$ cat config.mk
export PLATFORM = sky130hd
export DESIGN_NAME = conv_trig_select
export DESIGN_NICKNAME = d
export VERILOG_FILES = /design/src/rtl/conv_trig_pkg.sv /design/src/rtl/trig_src_mux.sv /design/src/rtl/trig_edge_sync.sv /design/src/rtl/trig_start_ctrl.sv /design/src/rtl/conv_trig_select.sv
export SDC_FILE = /design/constraint.sdc
export NUM_CORES = 1
export LEC_CHECK = 0
export ABC_AREA = 1
export BUFFER_PORTS_ARGS = -buffer_cell sky130_fd_sc_hd__buf_4
export CAP_MARGIN = 10
export CORE_MARGIN = 8
export CORE_UTILIZATION = 44
export DETAILED_ROUTE_END_ITERATION = 6
export MAX_ROUTING_LAYER = met4
export PLACE_DENSITY = 0.74
export SLEW_MARGIN = 20
export SYNTH_ARGS = -nofsm -noshare
export SYNTH_HDL_FRONTEND = slang
export SYNTH_SLANG_ARGS = --single-unit
export TNS_END_PERCENT = 10
$ cat constraint.sdc
create_clock -name clk -period 1.3 [get_ports clk]
set_input_delay 0 -clock clk [delete_from_list [all_inputs] [get_ports clk]]
set_output_delay 0 -clock clk [all_outputs]
set_load 0.01 [all_outputs]
$ cat src/rtl/conv_trig_pkg.sv
package conv_trig_pkg;

  typedef enum logic [1:0] {
    TRIG_SW   = 2'd0,
    TRIG_RISE = 2'd1,
    TRIG_FALL = 2'd2,
    TRIG_BOTH = 2'd3
  } trig_mode_e;

  // Decide whether the transition prev -> cur is a start under mode m.
  function automatic logic edge_match(trig_mode_e m, logic prev, logic cur);
    logic hit;
    case (m)
      TRIG_RISE: hit = !prev && cur;
      TRIG_FALL: hit = prev && !cur;
      TRIG_BOTH: hit = prev ^ cur;
      default:   hit = 1'b0;
    endcase
    return hit;
  endfunction

  // Blanking length loaded into the settle counter.
  function automatic int settle_len(int stages, logic from_reset);
    return from_reset ? stages + 1 : stages;
  endfunction

endpackage

$ cat src/rtl/trig_src_mux.sv
module trig_src_mux #(
  parameter int NUM_SRC = 16,
  parameter int SEL_W   = $clog2(NUM_SRC)
) (
  input  logic               clk,
  input  logic               rst_n,
  input  logic [NUM_SRC-1:0] trig_in,
  input  logic [SEL_W-1:0]   trig_sel,
  output logic               line_out,
  output logic               sel_changed
);

  logic [SEL_W-1:0] sel_q;
  logic [NUM_SRC-1:0] onehot;

  generate
    for (genvar i = 0; i < NUM_SRC; i++) begin : g_dec
      assign onehot[i] = (trig_sel == SEL_W'(i)) && trig_in[i];
    end
  endgenerate

  assign line_out    = |onehot;
  assign sel_changed = (trig_sel != sel_q);

  always_ff @(posedge clk or negedge rst_n) begin
    if (!rst_n) sel_q <= '0;
    else        sel_q <= trig_sel;
  end

endmodule

$ cat src/rtl/trig_edge_sync.sv
module trig_edge_sync
  import conv_trig_pkg::*;
#(
  parameter int SYNC_STAGES = 2
) (
  input  logic       clk,
  input  logic       rst_n,
  input  logic       line_in,
  input  logic       restart,
  input  trig_mode_e mode,
  output logic       hw_hit,
  output logic       settle_busy
);

  localparam int CNT_W = $clog2(SYNC_STAGES + 2);
  localparam logic [CNT_W-1:0] LOAD_RST = CNT_W'(settle_len(SYNC_STAGES, 1'b1));
  localparam logic [CNT_W-1:0] LOAD_SEL = CNT_W'(settle_len(SYNC_STAGES, 1'b0));

  logic [SYNC_STAGES-1:0] chain;
  logic                   hist;
  logic [CNT_W-1:0]       settle;
  logic                   synced;

  generate
    for (genvar s = 0; s < SYNC_STAGES; s++) begin : g_sync
      if (s == 0) begin : g_first
        always_ff @(posedge clk or negedge rst_n) begin
          if (!rst_n) chain[0] <= 1'b0;
          else        chain[0] <= line_in;
        end
      end else begin : g_next
        always_ff @(posedge clk or negedge rst_n) begin
          if (!rst_n) chain[s] <= 1'b0;
          else        chain[s] <= chain[s-1];
        end
      end
    end
  endgenerate

  assign synced = chain[SYNC_STAGES-1];

  always_ff @(posedge clk or negedge rst_n) begin
    if (!rst_n) begin
      hist   <= 1'b0;
      settle <= LOAD_RST;
    end else begin
      hist <= synced;
      if (restart)            settle <= LOAD_SEL;
      else if (settle != '0)  settle <= settle - 1'b1;
    end
  end

  assign settle_busy = (settle != '0);
  assign hw_hit      = !settle_busy && edge_match(mode, hist, synced);

endmodule

$ cat src/rtl/trig_start_ctrl.sv
module trig_start_ctrl
  import conv_trig_pkg::*;
(
  input  logic       clk,
  input  logic       rst_n,
  input  trig_mode_e mode,
  input  logic       hw_hit,
  input  logic       sw_start_set,
  input  logic       started_clr,
  output logic       sw_fire,
  output logic       start_pulse,
  output logic       started,
  output logic       sw_pending
);

  logic sw_mode;
  logic launch;

  assign sw_mode = (mode == TRIG_SW);
  assign sw_fire = sw_pending && sw_mode;
  assign launch  = hw_hit || sw_fire;

  always_ff @(posedge clk or negedge rst_n) begin
    if (!rst_n) begin
      start_pulse <= 1'b0;
      started     <= 1'b0;
      sw_pending  <= 1'b0;
    end else begin
      start_pulse <= launch;
      sw_pending  <= sw_start_set && sw_mode;
      if (launch)           started <= 1'b1;
      else if (started_clr) started <= 1'b0;
    end
  end

endmodule

$ cat src/rtl/conv_trig_select.sv
module conv_trig_select
  import conv_trig_pkg::*;
#(
  parameter int NUM_SRC     = 16,
  parameter int SYNC_STAGES = 2
) (
  input  logic                       clk,
  input  logic                       rst_n,
  input  logic [NUM_SRC-1:0]         trig_in,
  input  logic [$clog2(NUM_SRC)-1:0] trig_sel,
  input  logic [1:0]                 edge_mode,
  input  logic                       sw_start_set,
  input  logic                       started_clr,
  output logic                       start_pulse,
  output logic                       started,
  output logic                       sw_pending
);

  localparam int SEL_W = $clog2(NUM_SRC);

  trig_mode_e mode;
  logic       sel_line;
  logic       sel_changed;
  logic       hw_hit;
  logic       settle_busy;
  logic       sw_fire;

  assign mode = trig_mode_e'(edge_mode);

  trig_src_mux #(.NUM_SRC(NUM_SRC), .SEL_W(SEL_W)) u_mux (
    .clk         (clk),
    .rst_n       (rst_n),
    .trig_in     (trig_in),
    .trig_sel    (trig_sel),
    .line_out    (sel_line),
    .sel_changed (sel_changed)
  );

  trig_edge_sync #(.SYNC_STAGES(SYNC_STAGES)) u_sync (
    .clk         (clk),
    .rst_n       (rst_n),
    .line_in     (sel_line),
    .restart     (sel_changed),
    .mode        (mode),
    .hw_hit      (hw_hit),
    .settle_busy (settle_busy)
  );

  trig_start_ctrl u_ctrl (
    .clk          (clk),
    .rst_n        (rst_n),
    .mode         (mode),
    .hw_hit       (hw_hit),
    .sw_start_set (sw_start_set),
    .started_clr  (started_clr),
    .sw_fire      (sw_fire),
    .start_pulse  (start_pulse),
    .started      (started),
    .sw_pending   (sw_pending)
  );

endmodule

==> results.md <==
* Status: finished, final reports clean
* Combinational Power Share at 23.7%
* Slowest-stage cell, CP: dfrtp_1
* Critical Path Sink Type: flip-flop
* Dpl hpwl at 1.272 mm
* Final Instance Area at 999.7 um^2
* Warnings, synthesis at 0
* Clock latency on the worst-skew pair at 0.26 ns
* Via count at 682
* Clock power frac at 27.4%
* Die area at 3109 um^2
* Setup TNS at 0 ns
* Seq/Total Area, Yosys at 43.53%
* Critical path class: reg -> reg
* Multi-input gate area at 322.8 um^2
* Fmax at 0.8545 GHz
* # clock sinks at 12
* CTS root buffer: clkbuf_4
* Sequential Area at 302.8 um^2
* Post-layout nets at 158
* Layout cells sized above 1 at 27.34%
* Die Ht at 55.76 um
* Syn Area/Cell at 7.645 um^2
* TritonCTS Buffers at 3
* Hold_buf cts at 7
* Pre-CTS setup slack at 0.1413 ns
* Core Region at 1489 um^2
* Internal at 0.6303 mW
* Most frequent cells in the layout: buf_4, nand2_1, nor2_1, nand3_1
* # setup viols final at 0
* Startpoint Class: flip-flop
* First-pass GRT wire length at 2.808 mm
* Initial antenna violation count at 0
* GR Overflow Total at 0
* PwrDens at 849.8 nW/um^2
* Vias in the first global route at 712
* DR iter-0 viols at 7
* Hold WC Path Type: in -> reg
* Pins Over Slew Limit at 0
* I/O Buffers at 28
* Clk slew on worst S/H paths at 0.07 ns
* Critical Path RT at 1.50 ns
* Sequential share of power at 48.8%
* Flops & latches, synth at 12
* ANT cells at 0
* Num ports at 29
* CTS tree: done
* Maximum VDD drop at 520.7 uV
* Initial core utilization at 46.72%
* Avg WL per Cell at 11.07 um
* Iteration count of the initial detailed-routing pass at 4
* Syn_nets at 120
* # resized after CTS at 0
* Remaining DRCs at 0
* Post-synth cell types at 15
* Period minus WS final at 1.170 ns
* Max_cap viols at 0
* Final Wtd Congestion at 0.7615
* Max_slew headroom at 85.56%
* Post-Place Cell Area at 903.4 um^2
* NetSw at 0.2193 mW
* Vias per inst at 4.736
* Die X at 55.76 um
* CP max FO at 3
* Switching share of power at 25.81%
* Final wirelength at 1.594 mm
* Commonest non-fill, non-tap cell in the layout: buf_4
* Cell leakage power at 0.5625 nW
* Final hold vios at 0
* CP Cell Sequence: inv_1 > ha_1 > o211ai_1 > nand4_1 > nand3_1
* Post-CTS setup buffer count at 0
* Largest net degree at the start of global routing at 13
* Max Buffers Root-to-Sink at 2
* Synthesis-to-finish area growth at 43.71%
* WHS at 0.01856 ns
* Fill cell count at 142
* Final core occ at 67.14%
* Tcrit/Tclk final at 90.02%
* Final worst slack at 0.1298 ns
* Post-Route Skew at 0.002949 ns
* RSZ-0062 raised after global routing: false
* Std-Cell Rows at 14
* H-tree Lvls at 1
* Least-Margin Pin Slew at 0.2159 ns
* Gate count of the mapped netlist at 91
* Data arrival, critical path at 1.37 ns
* Detail Route Antenna Nets at 0
* Post-Synthesis Cell Area at 695.7 um^2
* Overall global routing resource usage at 11.11%
* Critical path's largest stage delay at 0.37 ns
[layer usage]
metal	GRT usage, %	wire, um
met2	18.27	803
met4	6.338	20
met1	11.72	694
met5	-	0
met3	2.968	76
[cell type report]
cell class              instances  area share [%]
clock buffers                   4           2.628
inverters                      12           4.756
multi-input cells              65           32.29
flip-flops and latches         12           30.29
well taps                      16           2.003
repair buffers                 35           28.04
[metrics by stage]
stage	instances	power, mW
2_1_floorplan	91	0.5188
3_3_place_gp	133	0.6026
3_5_place_dp	133	0.6090
4_1_cts	144	0.8585
5_1_grt	144	0.9210
6_report	144	0.8496
[critical path: cells and delay by family (launching register included)]
family	cells	cell delay (ns)
AO/OA/AOI/OAI	1	0.19
adder cells (fa/ha/maj)	1	0.28
AND/OR/NAND/NOR	2	0.23
flip-flops	1	0.37
buffers and inverters	1	0.05
[logic make-up (layout without fill, tap and decap cells)]
kind of cell               after synthesis  in the layout  share of synthesized area, %
adders and majority gates                3              3                         5.396
buffers and inverters                   14             51                         10.07
AOI/OAI and AO/OA                        2              2                         1.798
DFF                                     12             12                         43.53
xor gates and xnor gates                 5              5                         6.295
and+or+nand+nor                         55             55                         32.92
[synthesized netlist by cell type (all sizes together)]
cell type | number | share of area (%)
o211ai | 1 | 1.1
a21oi | 1 | 0.72
nor2 | 17 | 9.2
dfrtp | 10 | 36
nand4 | 1 | 0.90
dfstp | 2 | 7.6
or2 | 1 | 0.90
ha | 3 | 5.4
buf | 2 | 3.2
xor2 | 5 | 6.3
nand3 | 14 | 10
nand2 | 22 | 12
inv | 12 | 6.8
[flip-flops by register name, summed over array words and instances, names as in the netlist]
signal              cells
u_mux.sel_q             4
u_sync.synced           1
u_sync.settle           2
u_ctrl.start_pulse      1
u_ctrl.started          1
u_sync.chain            1
u_sync.hist             1
u_ctrl.sw_pending       1
[worst paths after layout]
| path | startpoint | to | slack, ns | cells after the start |
|---|---|---|---|---|
| worst min-delay path | edge_mode[0] | u_ctrl.sw_pending$_DFF_PN0_ | 0.02 | 4 |
| worst max register to register | u_sync.synced$_DFF_PN0_ | u_ctrl.started$_DFFE_PN0P_ | 0.13 | 5 |
| max in group asynchronous | rst_n | u_sync.settle[1]$_DFFE_PN1P_ | 0.97 | 2 |
| worst max-delay path | u_sync.synced$_DFF_PN0_ | u_ctrl.started$_DFFE_PN0P_ | 0.13 | 5 |
| min in group asynchronous | rst_n | u_mux.sel_q[2]$_DFF_PN0_ | 0.10 | 2 |
| worst min register to register | u_sync.chain[0]$_DFF_PN0_ | u_sync.synced$_DFF_PN0_ | 0.36 | 0 |
[power groups by stage]
| stage | Clock [mW] | Combinational [mW] | Sequential, mW |
|---|---|---|---|
| finish | 0.233 | 0.202 | 0.415 |
| global route | 0.270 | 0.233 | 0.418 |
| CTS | 0.240 | 0.204 | 0.415 |
| detailed placement | 0 | 0.187 | 0.423 |
| global placement | 0 | 0.181 | 0.421 |
| floorplan | 0 | 0.0961 | 0.423 |
Note: power is estimated with default switching activity, not from simulation.
